### config.mk
export PLATFORM = sky130hd
export DESIGN_NAME = bp_bridge
export DESIGN_NICKNAME = d
export VERILOG_FILES = /design/src/rtl/bp_bridge.sv
export SDC_FILE = /design/constraint.sdc
export NUM_CORES = 1
export LEC_CHECK = 0
export ABC_AREA = 1
export CORE_AREA = 4 4 184 186
export DETAILED_ROUTE_END_ITERATION = 8
export DIE_AREA = 0 0 188 190
export PLACE_DENSITY = 0.68
export SYNTH_ARGS = -nofsm -noshare
export SYNTH_HDL_FRONTEND = slang
export SYNTH_SLANG_ARGS = --single-unit
### constraint.sdc
create_clock -name clk -period 8.29 [get_ports clk]
set_clock_uncertainty 0.05 [all_clocks]
set_input_delay 1.2435 -clock clk [delete_from_list [all_inputs] [get_ports clk]]
set_output_delay 1.2435 -clock clk [all_outputs]
set_load 0.05 [all_outputs]
### src/rtl/bp_bridge.sv
module bp_bridge (
  input  logic        clk,
  input  logic        rst_n,
  input  logic        cpu_req,
  input  logic        cpu_we,
  input  logic [1:0]  cpu_siz,
  input  logic [63:0] cpu_adr,
  input  logic [63:0] cpu_wdat,
  output logic [63:0] cpu_rdat,
  output logic        cpu_done,
  input  logic        io_req,
  input  logic        io_we,
  input  logic [1:0]  io_siz,
  input  logic [63:0] io_adr,
  input  logic [63:0] io_wdat,
  output logic [63:0] io_rdat,
  output logic        io_done,
  output logic        bus_cyc,
  output logic        bus_stb,
  output logic        bus_we,
  output logic [40:0] bus_adr,
  output logic [1:0]  bus_sel,
  output logic [15:0] bus_dout,
  input  logic [15:0] bus_din,
  input  logic        bus_ack
);
  typedef enum logic [1:0] {S_IDLE, S_ADDR, S_ACK, S_DONE} st_t;

  st_t         st;
  logic        gnt, last;
  logic [63:0] adr_q, wd_q;
  logic        we_q;
  logic [1:0]  siz_q, beat;
  logic        pick;

  wire wide      = siz_q[1];
  wire last_beat = !wide || (beat == 2'd3);
  wire beat_ok   = (st == S_ACK) && bus_ack;

  always_comb begin
    if (cpu_req && io_req) pick = ~last;
    else                   pick = io_req;
  end

  always_ff @(posedge clk) begin
    if (!rst_n) begin
      st    <= S_IDLE;
      gnt   <= 1'b0;
      last  <= 1'b1;
      beat  <= 2'd0;
      adr_q <= '0;
      wd_q  <= '0;
      we_q  <= 1'b0;
      siz_q <= 2'd0;
    end else begin
      case (st)
        S_IDLE: if (cpu_req || io_req) begin
          gnt   <= pick;
          adr_q <= pick ? io_adr  : cpu_adr;
          wd_q  <= pick ? io_wdat : cpu_wdat;
          we_q  <= pick ? io_we   : cpu_we;
          siz_q <= pick ? io_siz  : cpu_siz;
          beat  <= 2'd0;
          st    <= S_ADDR;
        end
        S_ADDR: st <= S_ACK;
        S_ACK: if (bus_ack) begin
          if (last_beat) begin
            st   <= S_DONE;
            last <= gnt;
          end else begin
            beat <= beat + 2'd1;
            st   <= S_ADDR;
          end
        end
        default: st <= S_IDLE;
      endcase
    end
  end

  always_ff @(posedge clk) begin
    if (!rst_n) begin
      cpu_rdat <= '0;
      io_rdat  <= '0;
    end else if (beat_ok && !we_q) begin
      if (gnt) begin
        if (beat == 2'd0) io_rdat <= {48'd0, bus_din};
        else              io_rdat[{beat, 4'd0} +: 16] <= bus_din;
      end else begin
        if (beat == 2'd0) cpu_rdat <= {48'd0, bus_din};
        else              cpu_rdat[{beat, 4'd0} +: 16] <= bus_din;
      end
    end
  end

  assign bus_cyc  = (st == S_ADDR) || (st == S_ACK);
  assign bus_stb  = bus_cyc;
  assign bus_we   = we_q;
  assign bus_adr  = {adr_q[63:54], adr_q[31:1] + {29'd0, beat}};
  assign bus_sel  = (siz_q == 2'd0) ? (adr_q[0] ? 2'b10 : 2'b01) : 2'b11;
  assign bus_dout = we_q ? wd_q[{beat, 4'd0} +: 16] : 16'd0;
  assign cpu_done = (st == S_DONE) && !gnt;
  assign io_done  = (st == S_DONE) && gnt;
endmodule

==> results.md <==
Floorplan:
- The width of the die is 188 um.
- The die outline height is 190 um.
- The die footprint is 35,700 um^2.
- Once the floorplan was initialized, standard cells occupied 36.7% of the core.
- 475 I/O pins were placed.
- The placement row count is 66.
- The total area inside the core boundary comes to 32,300 um^2.

Worst hold path:
- The critical hold path startpoint is cpu_rdat[59].
- In this run the worst hold path is classified as reg2reg.

Synth:
- The average cell area after synthesis is about 6.5 um^2.
- Of the post-synthesis cell area, the part taken by muxes is 0%.
- Summing the areas of all compound-gate instances in the mapped netlist gives about 22% of the synthesized area.
- Summing the areas of all and, or, nand and nor instances in the mapped netlist gives about a quarter of the synthesized area.
- The synthesized design spends more area on one cell type than any other, namely sky130_fd_sc_hd__dfxtp_1.
- Summing the areas of all fa, ha and maj instances in the mapped netlist gives about 1.3% of the synthesized area.
- After synthesis, the most frequently instantiated cells are 411 x sky130_fd_sc_hd__nor2_1, 313 x sky130_fd_sc_hd__o21ai_0, 281 x sky130_fd_sc_hd__nand2_1, 243 x sky130_fd_sc_hd__dfxtp_1, 194 x sky130_fd_sc_hd__a21oi_1.
- The number of library cell types mapped by synthesis is 24.
- The fraction of registers with async set/reset is 0%.
- After synthesis, the largest family of logic cells by area is simple AND/OR/NAND/NOR gates.
- In this run the biggest area consumer among cell types represents between 40% and 50% of the synthesized area.
- After Yosys synthesis, XOR and XNOR cells account for between 1 and 1.5% of the synthesized area.
- Yosys attributes the largest share of cell area to sky130_fd_sc_hd__dfxtp_1 41%, sky130_fd_sc_hd__o21ai_0 13%, sky130_fd_sc_hd__nor2_1 13%.
- The number of warning messages in the yosys log is 0.
- The commonest register cell after synthesis is sky130_fd_sc_hd__dfxtp_1.
- The cell count after synthesis is about 1,800.
- Summing the sequential cell areas from Yosys gives between 40% and 50% of the chip area.
- Counting flops with a built-in enable in the synthesized netlist gives 0.
- The mapped netlist covers about 12,000 um^2.
- By instance count, the leading cell after synthesis is sky130_fd_sc_hd__nor2_1.
- Synthesis inferred 243 register bits.
- When the netlist entered floorplanning its net count stood at around 2,100.

CTS:
- After clock tree synthesis, the flow added hold-fix buffers numbering 0.
- The CTS root buffer is sky130_fd_sc_hd__clkbuf_16.
- The CTS tree is built.
- The clock input transition at the sequential cells of the worst setup and hold paths is approximately 60 ps.
- The number of cells upsized or downsized after cts is 0.
- In this run the number of H-tree levels came out at 1.
- Counting along the longest clock path gives a buffer depth of 3.
- The number of clock buffers added by TritonCTS is 27.
- The clock insertion delay at the later pin of the skew report is approximately 530 ps.
- The post-CTS setup buffer count is 0.
- The clock drives 243 sinks.

Worst setup path:
- The data required time of the critical path is around 7000 ps.
- The beginning of the critical path is beat[1].
- Of all nets on the critical path, the largest fanout is 20.
- The worst setup path is launched from a flop.
- The kind of end point of the critical path is an output port.
- In this run the critical register-to-register path is launched from beat[0].
- The critical path in this run is classified as reg2out.
- Data on the critical path arrives at its endpoint at 4120 ps.

Power:
- The proportion of total power due to net switching is approximately 42%.
- VDD sags by at most 0.000237 V.
- The fraction of power consumed by combinational cells is a little over two fifths.
- The leakage dissipation is 6.90 nW.
- The sequential share of power is roughly 32%.
- Summed over all nets, the switching power comes to between 2 and 2.5 mW.
- Power spread over the standard cell area amounts to ~290 nW/um^2.
- The internal portion of the total power is around 2.9 mW.
- The share of total power dissipated in the clock network is between 20 and 30%.

Routing:
- The post-detailed-route count of antenna-violating nets is 0.
- The detail-routed via count per cell is just under 5.
- The total routed wirelength is 45.6 mm.
- The via count is around 13,000.
- In the final routed layout, each cell accounts on average for between 15 and 20 um.
- In the routed design, unresolved DRC markers number 0.
- The detailed router finished its first iteration with between 900 and 1,000 violations.
- The number of iterations in the first detailed-routing pass is 6.

Global route:
- The first global-routing pass estimated ~68 mm of wire.
- Entering global routing, the biggest net connects ~220 pins.
- After global routing the overflow that remains totals 0.
- The number of global-route vias before repair was 12,100.
- The initial antenna violation count is 5.
- Across every metal layer, demand over resource in global routing totals between 20% and 30%.

STA:
- The achievable frequency is ~180 MHz.
- The worst path meets setup with 2870 ps of slack.
- The number of failing hold endpoints at the final stage is 0.
- The count of final max-slew check failures came to 0.
- The minimum clock period after layout is 5420 ps.
- Setup repair after global routing left no endpoint under its margin.
- The final critical path takes up between 60% and 70% of the cycle.
- The number of endpoints failing setup at the final stage is 0.
- Headroom to the max-slew limit came out at between 10% and 20%.
- The worst hold slack is between 400 and 500 ps.
- Adding up every negative setup slack in the final design gives 0 ps.
- The transition time at the pin with the least slew margin is between 1000 and 1500 ps.

Outcome:
- The run finished with clean final reports.

Place:
- The count of buffers from port buffering is 430.
- Before CTS, the worst setup slack after placement is between 3000 and 4000 ps.
- Routability-driven placement finished with a final weighted congestion of between 0.9 and 1.
- The HPWL after detailed placement is approximately 34 mm.

Finish:
- The growth of design area from synthesis to finish is 45.0%.
- The post-layout net count is approximately 2,500.
- Cells fill a little over half of the core in the end.
- In the final layout, the share of cells above drive strength 1 is between 3 and 4%.

Flow run:
- The tool flagged a number of max-cap violations equal to 0.
==> registers in the layout (all words and copies together), names as in the netlist <==
register / cells
adr_q: 42
beat: 2
bus_we: 1
cpu_rdat: 64
gnt: 1
io_rdat: 64
last: 1
siz_q: 2
st: 2
wd_q: 64
==> final timing paths <==
check | endpoint | slack, ps | depth (start not counted)
worst min-delay path | cpu_rdat[59] | 410 | 2
worst min register to register | cpu_rdat[59] | 410 | 2
worst max register to register | cpu_rdat[34] | 4730 | 8
worst max-delay path | bus_adr[14] | 2870 | 7
==> metal layers <==
| layer | up-vias | global-route usage (%) | wire [um] |
|---|---|---|---|
| li1 | 6487 | - | - |
| met1 | 5897 | 28.6 | 18000 |
| met2 | 537 | 42.7 | 22300 |
| met3 | 85 | 5.30 | 3800 |
| met4 | 2 | 7.54 | 1490 |
| met5 | - | 0 | 18 |
==> cell type report <==
class                           instances  area, um^2
Antenna cell                            4        10.0
Clock buffer                           36         759
Clock inverter                         14         188
Fill cell                            3136       15100
Inverter                              169         634
Multi-Input combinational cell       1286        5810
Sequential cell                       243        4870
Tap cell                              442         553
Timing Repair Buffer                  436        4370
==> worst max-delay path, stage by stage, from the launching register on <==
cell and delay, ps:
sky130_fd_sc_hd__dfxtp_1 330, sky130_fd_sc_hd__clkinv_1 610, sky130_fd_sc_hd__fa_1 750, sky130_fd_sc_hd__nor2_2 330, sky130_fd_sc_hd__nand2_1 200, sky130_fd_sc_hd__nor2_1 270
sky130_fd_sc_hd__xor2_1 230, sky130_fd_sc_hd__clkdlybuf4s50_1 850
==> power by group through the flow <==
stage          combinational [mW]  clock (mW)  sequential, mW
6_report                     2.09        1.28            1.61
5_1_grt                      2.28        1.35            1.64
4_1_cts                      2.11        1.30            1.61
3_5_place_dp                 2.10           0            1.63
3_3_place_gp                 2.08           0            1.63
2_1_floorplan                1.31           0            1.71
==> per-stage QoR <==
step                area, um^2  std cells  power [mW]
floorplan                11900       1823        3.03
detailed placement       16200       2576        3.73
global placement         16200       2576        3.71
CTS                      17200       2626        5.02
global route             17200       2630        5.27
finish                   17200       2630        4.98
==> placed cells by master, fill, tap and decap left out, drive strengths merged <==
| cell type | n |
|---|---|
| xor2 | 7 |
| nor2 | 418 |
| clkinvlp | 4 |
| ha | 11 |
| bufinv | 4 |
| buf | 7 |
| nand3 | 24 |
| inv | 169 |
| nand3b | 13 |
| clkdlybuf4s50 | 429 |
| o21ai | 325 |
| fa | 1 |
| dfxtp | 243 |
| clkinv | 6 |
| and2 | 4 |
| clkbuf | 36 |
| a21oi | 194 |
| xnor2 | 8 |
| diode | 4 |
| nand2 | 281 |
==> cell families after synthesis <==
group,after synthesis
xor gates and xnor gates,15
DFF,243
AOI/OAI and AO/OA,519
adders and majority gates,12
buffers and inverters,294
and+or+nand+nor,740
(Power assumes the default switching activity.)
